[config.mk]
export PLATFORM = sky130hd
export DESIGN_NAME = trace_skid_fifo
export DESIGN_NICKNAME = d
export VERILOG_FILES = /design/src/rtl/tsf_pkg.sv /design/src/rtl/tsf_store.sv /design/src/rtl/tsf_watermark.sv /design/src/rtl/tsf_stall.sv /design/src/rtl/trace_skid_fifo.sv
export SDC_FILE = /design/constraint.sdc
export NUM_CORES = 2
export LEC_CHECK = 0
export BUFFER_PORTS_ARGS = -buffer_cell sky130_fd_sc_hd__buf_2
export CORE_MARGIN = 10
export CORE_UTILIZATION = 60
export DETAILED_ROUTE_END_ITERATION = 7
export PLACE_DENSITY_LB_ADDON = 0.3
export REMOVE_ABC_BUFFERS = 1
export SETUP_SLACK_MARGIN = 0.1
export SLEW_MARGIN = 20
export SYNTH_ARGS = -nofsm -noshare
export SYNTH_HDL_FRONTEND = slang
export SYNTH_SLANG_ARGS = --single-unit
[constraint.sdc]
create_clock -name clk -period 6.75 [get_ports clk]
set_input_delay 1.35 -clock clk [delete_from_list [all_inputs] [get_ports clk]]
set_output_delay 1.35 -clock clk [all_outputs]
set_load 0.01 [all_outputs]
[src/rtl/tsf_pkg.sv]
package tsf_pkg;

   // Bound a requested watermark to the highest value that still leaves skid room.
   function automatic int unsigned wm_limit(input int unsigned req, input int unsigned lim);
      return (req > lim) ? lim : req;
   endfunction

   // True when n is a nonzero power of two.
   function automatic bit is_pow2(input int unsigned n);
      return (n != 0) && ((n & (n - 1)) == 0);
   endfunction

endpackage

[src/rtl/tsf_store.sv]
module tsf_store #(
   parameter int unsigned DATA_W = 32,
   parameter int unsigned DEPTH  = 64,
   localparam int unsigned AW    = (DEPTH > 1) ? $clog2(DEPTH) : 1,
   localparam int unsigned CW    = $clog2(DEPTH + 1)
) (
   input  logic              clk,
   input  logic              rst,
   input  logic              push_req,
   input  logic              pop_req,
   input  logic [DATA_W-1:0] wdata,
   output logic [DATA_W-1:0] head,
   output logic [CW-1:0]     level,
   output logic              drop
);
   import tsf_pkg::*;

   logic [DATA_W-1:0] mem [DEPTH];
   logic [AW-1:0]     wr_ptr, rd_ptr, wr_nx, rd_nx;
   logic              push_ok, pop_ok, is_full, is_empty;

   assign is_full  = (level == CW'(DEPTH));
   assign is_empty = (level == '0);
   assign push_ok  = push_req & ~is_full;
   assign pop_ok   = pop_req & ~is_empty;
   assign drop     = push_req & is_full;

   generate
      if (is_pow2(DEPTH)) begin : g_pow2_wrap
         assign wr_nx = wr_ptr + 1'b1;
         assign rd_nx = rd_ptr + 1'b1;
      end else begin : g_cmp_wrap
         assign wr_nx = (wr_ptr == AW'(DEPTH - 1)) ? '0 : wr_ptr + 1'b1;
         assign rd_nx = (rd_ptr == AW'(DEPTH - 1)) ? '0 : rd_ptr + 1'b1;
      end
   endgenerate

   always_ff @(posedge clk) begin
      if (push_ok) mem[wr_ptr] <= wdata;
   end

   always_ff @(posedge clk) begin
      if (rst) begin
         wr_ptr <= '0;
         rd_ptr <= '0;
         level  <= '0;
      end else begin
         if (push_ok) wr_ptr <= wr_nx;
         if (pop_ok)  rd_ptr <= rd_nx;
         if (push_ok && !pop_ok)      level <= level + 1'b1;
         else if (pop_ok && !push_ok) level <= level - 1'b1;
      end
   end

   assign head = mem[rd_ptr];

endmodule

[src/rtl/tsf_watermark.sv]
module tsf_watermark #(
   parameter int unsigned DEPTH   = 64,
   parameter int unsigned SKID    = 16,
   parameter int unsigned WM_INIT = 32,
   localparam int unsigned CW     = $clog2(DEPTH + 1),
   localparam int unsigned WM_MAX = DEPTH - SKID
) (
   input  logic          clk,
   input  logic          rst,
   input  logic          wm_wr,
   input  logic [CW-1:0] wm_val,
   input  logic [CW-1:0] level,
   output logic [CW-1:0] wm_cur,
   output logic          full_flag
);
   import tsf_pkg::*;

   localparam logic [CW-1:0] WM_CAP = CW'(WM_MAX);
   localparam logic [CW-1:0] WM_RST = CW'(wm_limit(WM_INIT, WM_MAX));

   always_ff @(posedge clk) begin
      if (rst)        wm_cur <= WM_RST;
      else if (wm_wr) wm_cur <= (wm_val > WM_CAP) ? WM_CAP : wm_val;
   end

   assign full_flag = (level >= wm_cur);

endmodule

[src/rtl/tsf_stall.sv]
module tsf_stall (
   input  logic clk,
   input  logic rst,
   input  logic trc_en,
   input  logic full_flag,
   input  logic insn_bnd,
   input  logic irq_pend,
   input  logic fiq_pend,
   input  logic irq_mask,
   output logic stall_req
);
   logic veto, armed, held_q;

   assign veto      = (irq_pend | fiq_pend) & ~irq_mask;
   assign armed     = trc_en & full_flag & ~veto;
   assign stall_req = armed & (held_q | insn_bnd);

   always_ff @(posedge clk) begin
      if (rst) held_q <= 1'b0;
      else     held_q <= stall_req;
   end

endmodule

[src/rtl/trace_skid_fifo.sv]
module trace_skid_fifo #(
   parameter int unsigned DATA_W  = 32,
   parameter int unsigned DEPTH   = 64,
   parameter int unsigned SKID    = 16,
   parameter int unsigned WM_INIT = 32,
   localparam int unsigned CW     = $clog2(DEPTH + 1)
) (
   input  logic              clk,
   input  logic              rst,
   input  logic              trc_en,
   input  logic              wr_stb,
   input  logic [DATA_W-1:0] wr_data,
   input  logic              insn_bnd,
   input  logic              irq_pend,
   input  logic              fiq_pend,
   input  logic              irq_mask,
   input  logic              wm_wr,
   input  logic [CW-1:0]     wm_val,
   input  logic              ovf_clr,
   input  logic              out_ready,
   output logic              out_valid,
   output logic [DATA_W-1:0] out_data,
   output logic              full_flag,
   output logic              stall_req,
   output logic              ovf_flag
);

   initial begin
      assert (DEPTH >= 2) else $error("trace_skid_fifo: DEPTH must be at least 2");
      assert (SKID < DEPTH) else $error("trace_skid_fifo: SKID must be below DEPTH");
      assert (WM_INIT <= DEPTH - SKID) else $error("trace_skid_fifo: WM_INIT exceeds DEPTH-SKID");
      assert (DATA_W > 0) else $error("trace_skid_fifo: DATA_W must be positive");
   end

   logic [CW-1:0]     level, wm_cur;
   logic [DATA_W-1:0] head;
   logic              push_req, pop_req, drop;

   assign push_req  = trc_en & wr_stb;
   assign out_valid = trc_en & (level != '0);
   assign pop_req   = out_valid & out_ready;
   assign out_data  = out_valid ? head : '0;

   tsf_store #(.DATA_W(DATA_W), .DEPTH(DEPTH)) u_store (
      .clk(clk), .rst(rst), .push_req(push_req), .pop_req(pop_req),
      .wdata(wr_data), .head(head), .level(level), .drop(drop)
   );

   tsf_watermark #(.DEPTH(DEPTH), .SKID(SKID), .WM_INIT(WM_INIT)) u_wm (
      .clk(clk), .rst(rst), .wm_wr(wm_wr), .wm_val(wm_val),
      .level(level), .wm_cur(wm_cur), .full_flag(full_flag)
   );

   tsf_stall u_stall (
      .clk(clk), .rst(rst), .trc_en(trc_en), .full_flag(full_flag),
      .insn_bnd(insn_bnd), .irq_pend(irq_pend), .fiq_pend(fiq_pend),
      .irq_mask(irq_mask), .stall_req(stall_req)
   );

   always_ff @(posedge clk) begin
      if (rst)          ovf_flag <= 1'b0;
      else if (drop)    ovf_flag <= 1'b1;
      else if (ovf_clr) ovf_flag <= 1'b0;
   end

endmodule

==> results.md <==
- After synthesis the cells add up to 80000 um2.
- The maximum fanout encountered on the critical timing path is 36.
- The path type of the worst min-delay path is flop to flop.
- After synthesis, the netlist uses 57 different library cells.
- The die area is about 150000 um2.
- The final setup slack of the worst path is roughly 700 ps.
- Wires add up to 205500 um.
- The maximum VDD drop is 0.0002731 V.
- The most common flop cell mapped by yosys is sky130_fd_sc_hd__edfxtp_1.
- The worst path in the final design needs a cycle of 6070 ps, including I/O delays and setup.
- The average size of a mapped cell is between 20 and 25 um2.
- The category of the worst setup path capture point is an output pin.
- The number of hold violations in the final report was 0.
- The clock insertion delay at the later pin of the skew report is slightly above 800 ps.
- In the final routed layout, each cell accounts on average for between 30 and 40 um.
- After clock tree synthesis, the flow added hold-fix buffers numbering 0.
- The area of the core is about 130000 um2.
- The first TritonRoute pass finished after 6 iterations.
- The critical path contains buffers and inverters numbering 2 combined.
- The type of the worst setup path is flop to output pin.
- The global-route usage over all layers is 0.2799.
- The filler cells instantiated in the layout total slightly below 8k.
- The clock transition at the registers of the reported paths is 60 ps.
- For this configuration, the core starts out at a cell density of 0.6063.
- In this run, CTS created clock tree buffers numbering a little under 200.
- The number of warnings printed during yosys synthesis is 0.
- Using the TritonRoute via totals, the vias-per-cell ratio works out to 7.010.
- Entering global routing, the biggest net connects 110 pins.
- Setup repair after global routing left no endpoint under its margin.
- The overall via count from detail_route is between 30k and 40k.
- The max-slew headroom at the worst pin is 0.1980.
- Routability-driven placement finished with a final weighted congestion of between 0.8 and 0.9.
- Traced cell by cell, the critical path runs through buf_4 > mux4_2 > nand2_1 > nand2_1 > a22o_1 > o21ai_0 > o21ai_0 > buf_2.
- The flow ran to the end, and the final reports show no timing, DRC or antenna violations.
- The number of ports placed on the die boundary is 86.
- Of the cells placed in the final design, the portion with a size suffix greater than 1 is 0.2867.
- The total count of max-transition violations in the final report is 0.
- The post-synthesis register bit count is 2082.
- The via count of the first global-routing pass came to 39.40k.
- In the layout the commonest cells are sky130_fd_sc_hd__edfxtp_1, sky130_fd_sc_hd__mux4_2, sky130_fd_sc_hd__clkbuf_16, sky130_fd_sc_hd__buf_4, sky130_fd_sc_hd__nand2_1.
- At the worst endpoint, the required time is approximately 5400 ps.
- In this run the horizontal extent of the chip is around 390 um.
- The die is between 300 and 400 um tall.
- The post-detailed-placement half-perimeter wirelength is 113400 um.
- In this run the deepest clock path goes through 3 buffers.
- From synthesis to final layout, the design area changed by 11.69%.
- The floorplan has between 100 and 150 rows.
- The TritonCTS clock tree is built.
- The share of async-settable or async-resettable flops after synthesis is 0.
- The CTS H-tree depth is 4.
- The tool flagged a number of max-cap violations equal to 0.
- The critical path's top delay family is compound AO/OA/AOI/OAI gates.
- The count of cells resized by post-cts repair is 0.
- In this run the clock root is driven by a sky130_fd_sc_hd__clkbuf_16.
- For the final routed database, the setup TNS stands at 0 ps.
- The setup slack at placement is roughly 1600 ps.
- Of the synthesized area, sequential elements account for 0.7772.
- Power spread over the standard cell area amounts to ~310 nW/um2.
- The actual transition at the worst max-transition pin is 1200 ps.
- The buffers inserted during post-CTS setup optimization is 0.
- The setup clock skew after layout is approximately 25 ps.
- Setup violations remaining at the end of the flow were counted as 0.
- The worst setup path is launched from a flop.
- The utilization after layout is 0.6771.
- Global routing finished with a remaining overflow of 0.
- The detail route stage leaves a number of antenna-violating nets equal to 0.
- In the finished design, the share of the clock period the worst path needs comes to 0.8993.
- The tightest hold margin is ~460 ps.
- The largest stage delay on the critical path is slightly below 900 ps.
- The leakage power figure is 27.20 nW.
- The highest achievable clock rate is roughly 160 MHz.
- The final layout contains roughly 3.8k nets.
- STA puts the critical path data arrival time at between 4000 and 5000 ps.
- The number of remaining DRC errors is 0.
- The cell count after synthesis came out at 3514.
- The slowest stage of the critical path belongs to the cell sky130_fd_sc_hd__dfxtp_4.
- The number of antenna violations at the first check in global routing is 9.
- The tree built by TritonCTS fans out to approximately 2.1k sinks.
- The detailed router finished its first iteration with 6350 violations.
- In this run, synthesis inferred 2048 flip-flops with an integrated enable.
- The wire length of the first global-routing pass is just under 300000 um.
- The library cell used most frequently in the layout, excluding fill and tap cells, is sky130_fd_sc_hd__edfxtp_1.
- Input and output buffers added on the ports amount to 85.
layout make-up:
type                    count  area (um2)  area share
diodes                      7       17.52   0.0001960
clock buffers             259        5162     0.05777
clock inverters            92       655.6    0.007337
inverters                  15       60.06   0.0006721
multi-input cells        1229       17240      0.1930
flip-flops and latches   2082       62200      0.6961
well taps                1755        2196     0.02457
repair buffers            219        1824     0.02042
synthesized netlist by cell type, types with 14 or more instances:
library cell | count | area [um2]
sky130_fd_sc_hd__nor2b_1 | 28 | 175.2
sky130_fd_sc_hd__nor2_1 | 123 | 461.7
sky130_fd_sc_hd__o21ai_0 | 18 | 90.09
sky130_fd_sc_hd__dfxtp_1 | 34 | 680.7
sky130_fd_sc_hd__clkbuf_1 | 58 | 217.7
sky130_fd_sc_hd__inv_1 | 14 | 52.55
sky130_fd_sc_hd__mux2i_1 | 63 | 630.6
sky130_fd_sc_hd__edfxtp_1 | 2048 | 61500
sky130_fd_sc_hd__mux4_2 | 560 | 12610
sky130_fd_sc_hd__a21oi_1 | 45 | 225.2
sky130_fd_sc_hd__a22oi_1 | 44 | 330.3
sky130_fd_sc_hd__buf_1 | 17 | 63.81
sky130_fd_sc_hd__buf_2 | 60 | 300.3
sky130_fd_sc_hd__buf_4 | 45 | 337.8
sky130_fd_sc_hd__a211oi_1 | 36 | 270.3
sky130_fd_sc_hd__nand3_1 | 19 | 95.09
sky130_fd_sc_hd__nor3_1 | 15 | 75.07
sky130_fd_sc_hd__a31oi_1 | 25 | 156.4
sky130_fd_sc_hd__ha_1 | 16 | 200.2
sky130_fd_sc_hd__nand2_1 | 99 | 371.6
stage by stage:
stage / total power, W / instance area, um2 / cells
6_report: 0.02808 / 89360 / 5658
3_5_place_dp: 0.01815 / 83350 / 5295
3_3_place_gp: 0.01810 / 83250 / 5291
2_1_floorplan: 0.01747 / 78990 / 3326
4_1_cts: 0.02818 / 89170 / 5646
5_1_grt: 0.02888 / 89340 / 5651
worst min-delay path: stages, from the launching register on:
cell	delay [ps]
sky130_fd_sc_hd__dfxtp_1	290
sky130_fd_sc_hd__inv_1	70
sky130_fd_sc_hd__nor3_1	50
worst paths after layout:
| path | start | endpoint | slack [ps] | depth (start not counted) |
|---|---|---|---|---|
| setup / recovery | flop | out_data[25] | 680 | 8 |
| hold / removal | u_wm.wm_cur[6] | u_wm.wm_cur[6] | 460 | 2 |
| setup reg to reg | u_store.level[3] | u_store.mem[59][30] | 2630 | 7 |
| hold reg to reg | u_wm.wm_cur[6] | u_wm.wm_cur[6] | 460 | 2 |
registers in the layout, indices dropped and copies added (netlist names), named ones only:
| register | flops |
|---|---|
| u_store.mem | 2048 |
| u_store.level | 7 |
| u_wm.wm_cur | 7 |
| u_store.rd_ptr | 6 |
| u_store.wr_ptr | 6 |
| ovf_flag | 1 |
| u_stall.held_q | 1 |
power breakdown:
group	internal (W)	switching, W	leakage, nW	total (W)
clock	0.00559	0.00460	2.86	0.0102
sequential	0.0142	0.0000984	18.7	0.0143
combinational	0.00167	0.00186	5.65	0.00354
total	0.0215	0.00656	27.2	0.0281
metal layers:
metal | global-route usage | routed length [um] | share of wire | up-vias
met4 | 0.1006 | 7791 | 0.038 | 8
met2 | 0.4288 | 97380 | 0.47 | 2925
met1 | 0.3967 | 75200 | 0.37 | 20930
met3 | 0.06939 | 25120 | 0.12 | 411
met5 | 0 | 51 | 0.00025 | -
li1 | - | - | - | 15380
cell families (layout without fill, tap and decap cells):
kind of cell,Yosys count,in the layout,share of synthesized area
compound gates,235,235,0.01994
xor+xnor,14,14,0.001533
fa+ha+maj,17,17,0.002753
buf+inv,203,585,0.01332
flops,2082,2082,0.7772
mux,630,630,0.1665
other cells,0,7,0
simple gates,333,333,0.01872
Note: power is estimated with default switching activity, not from simulation.
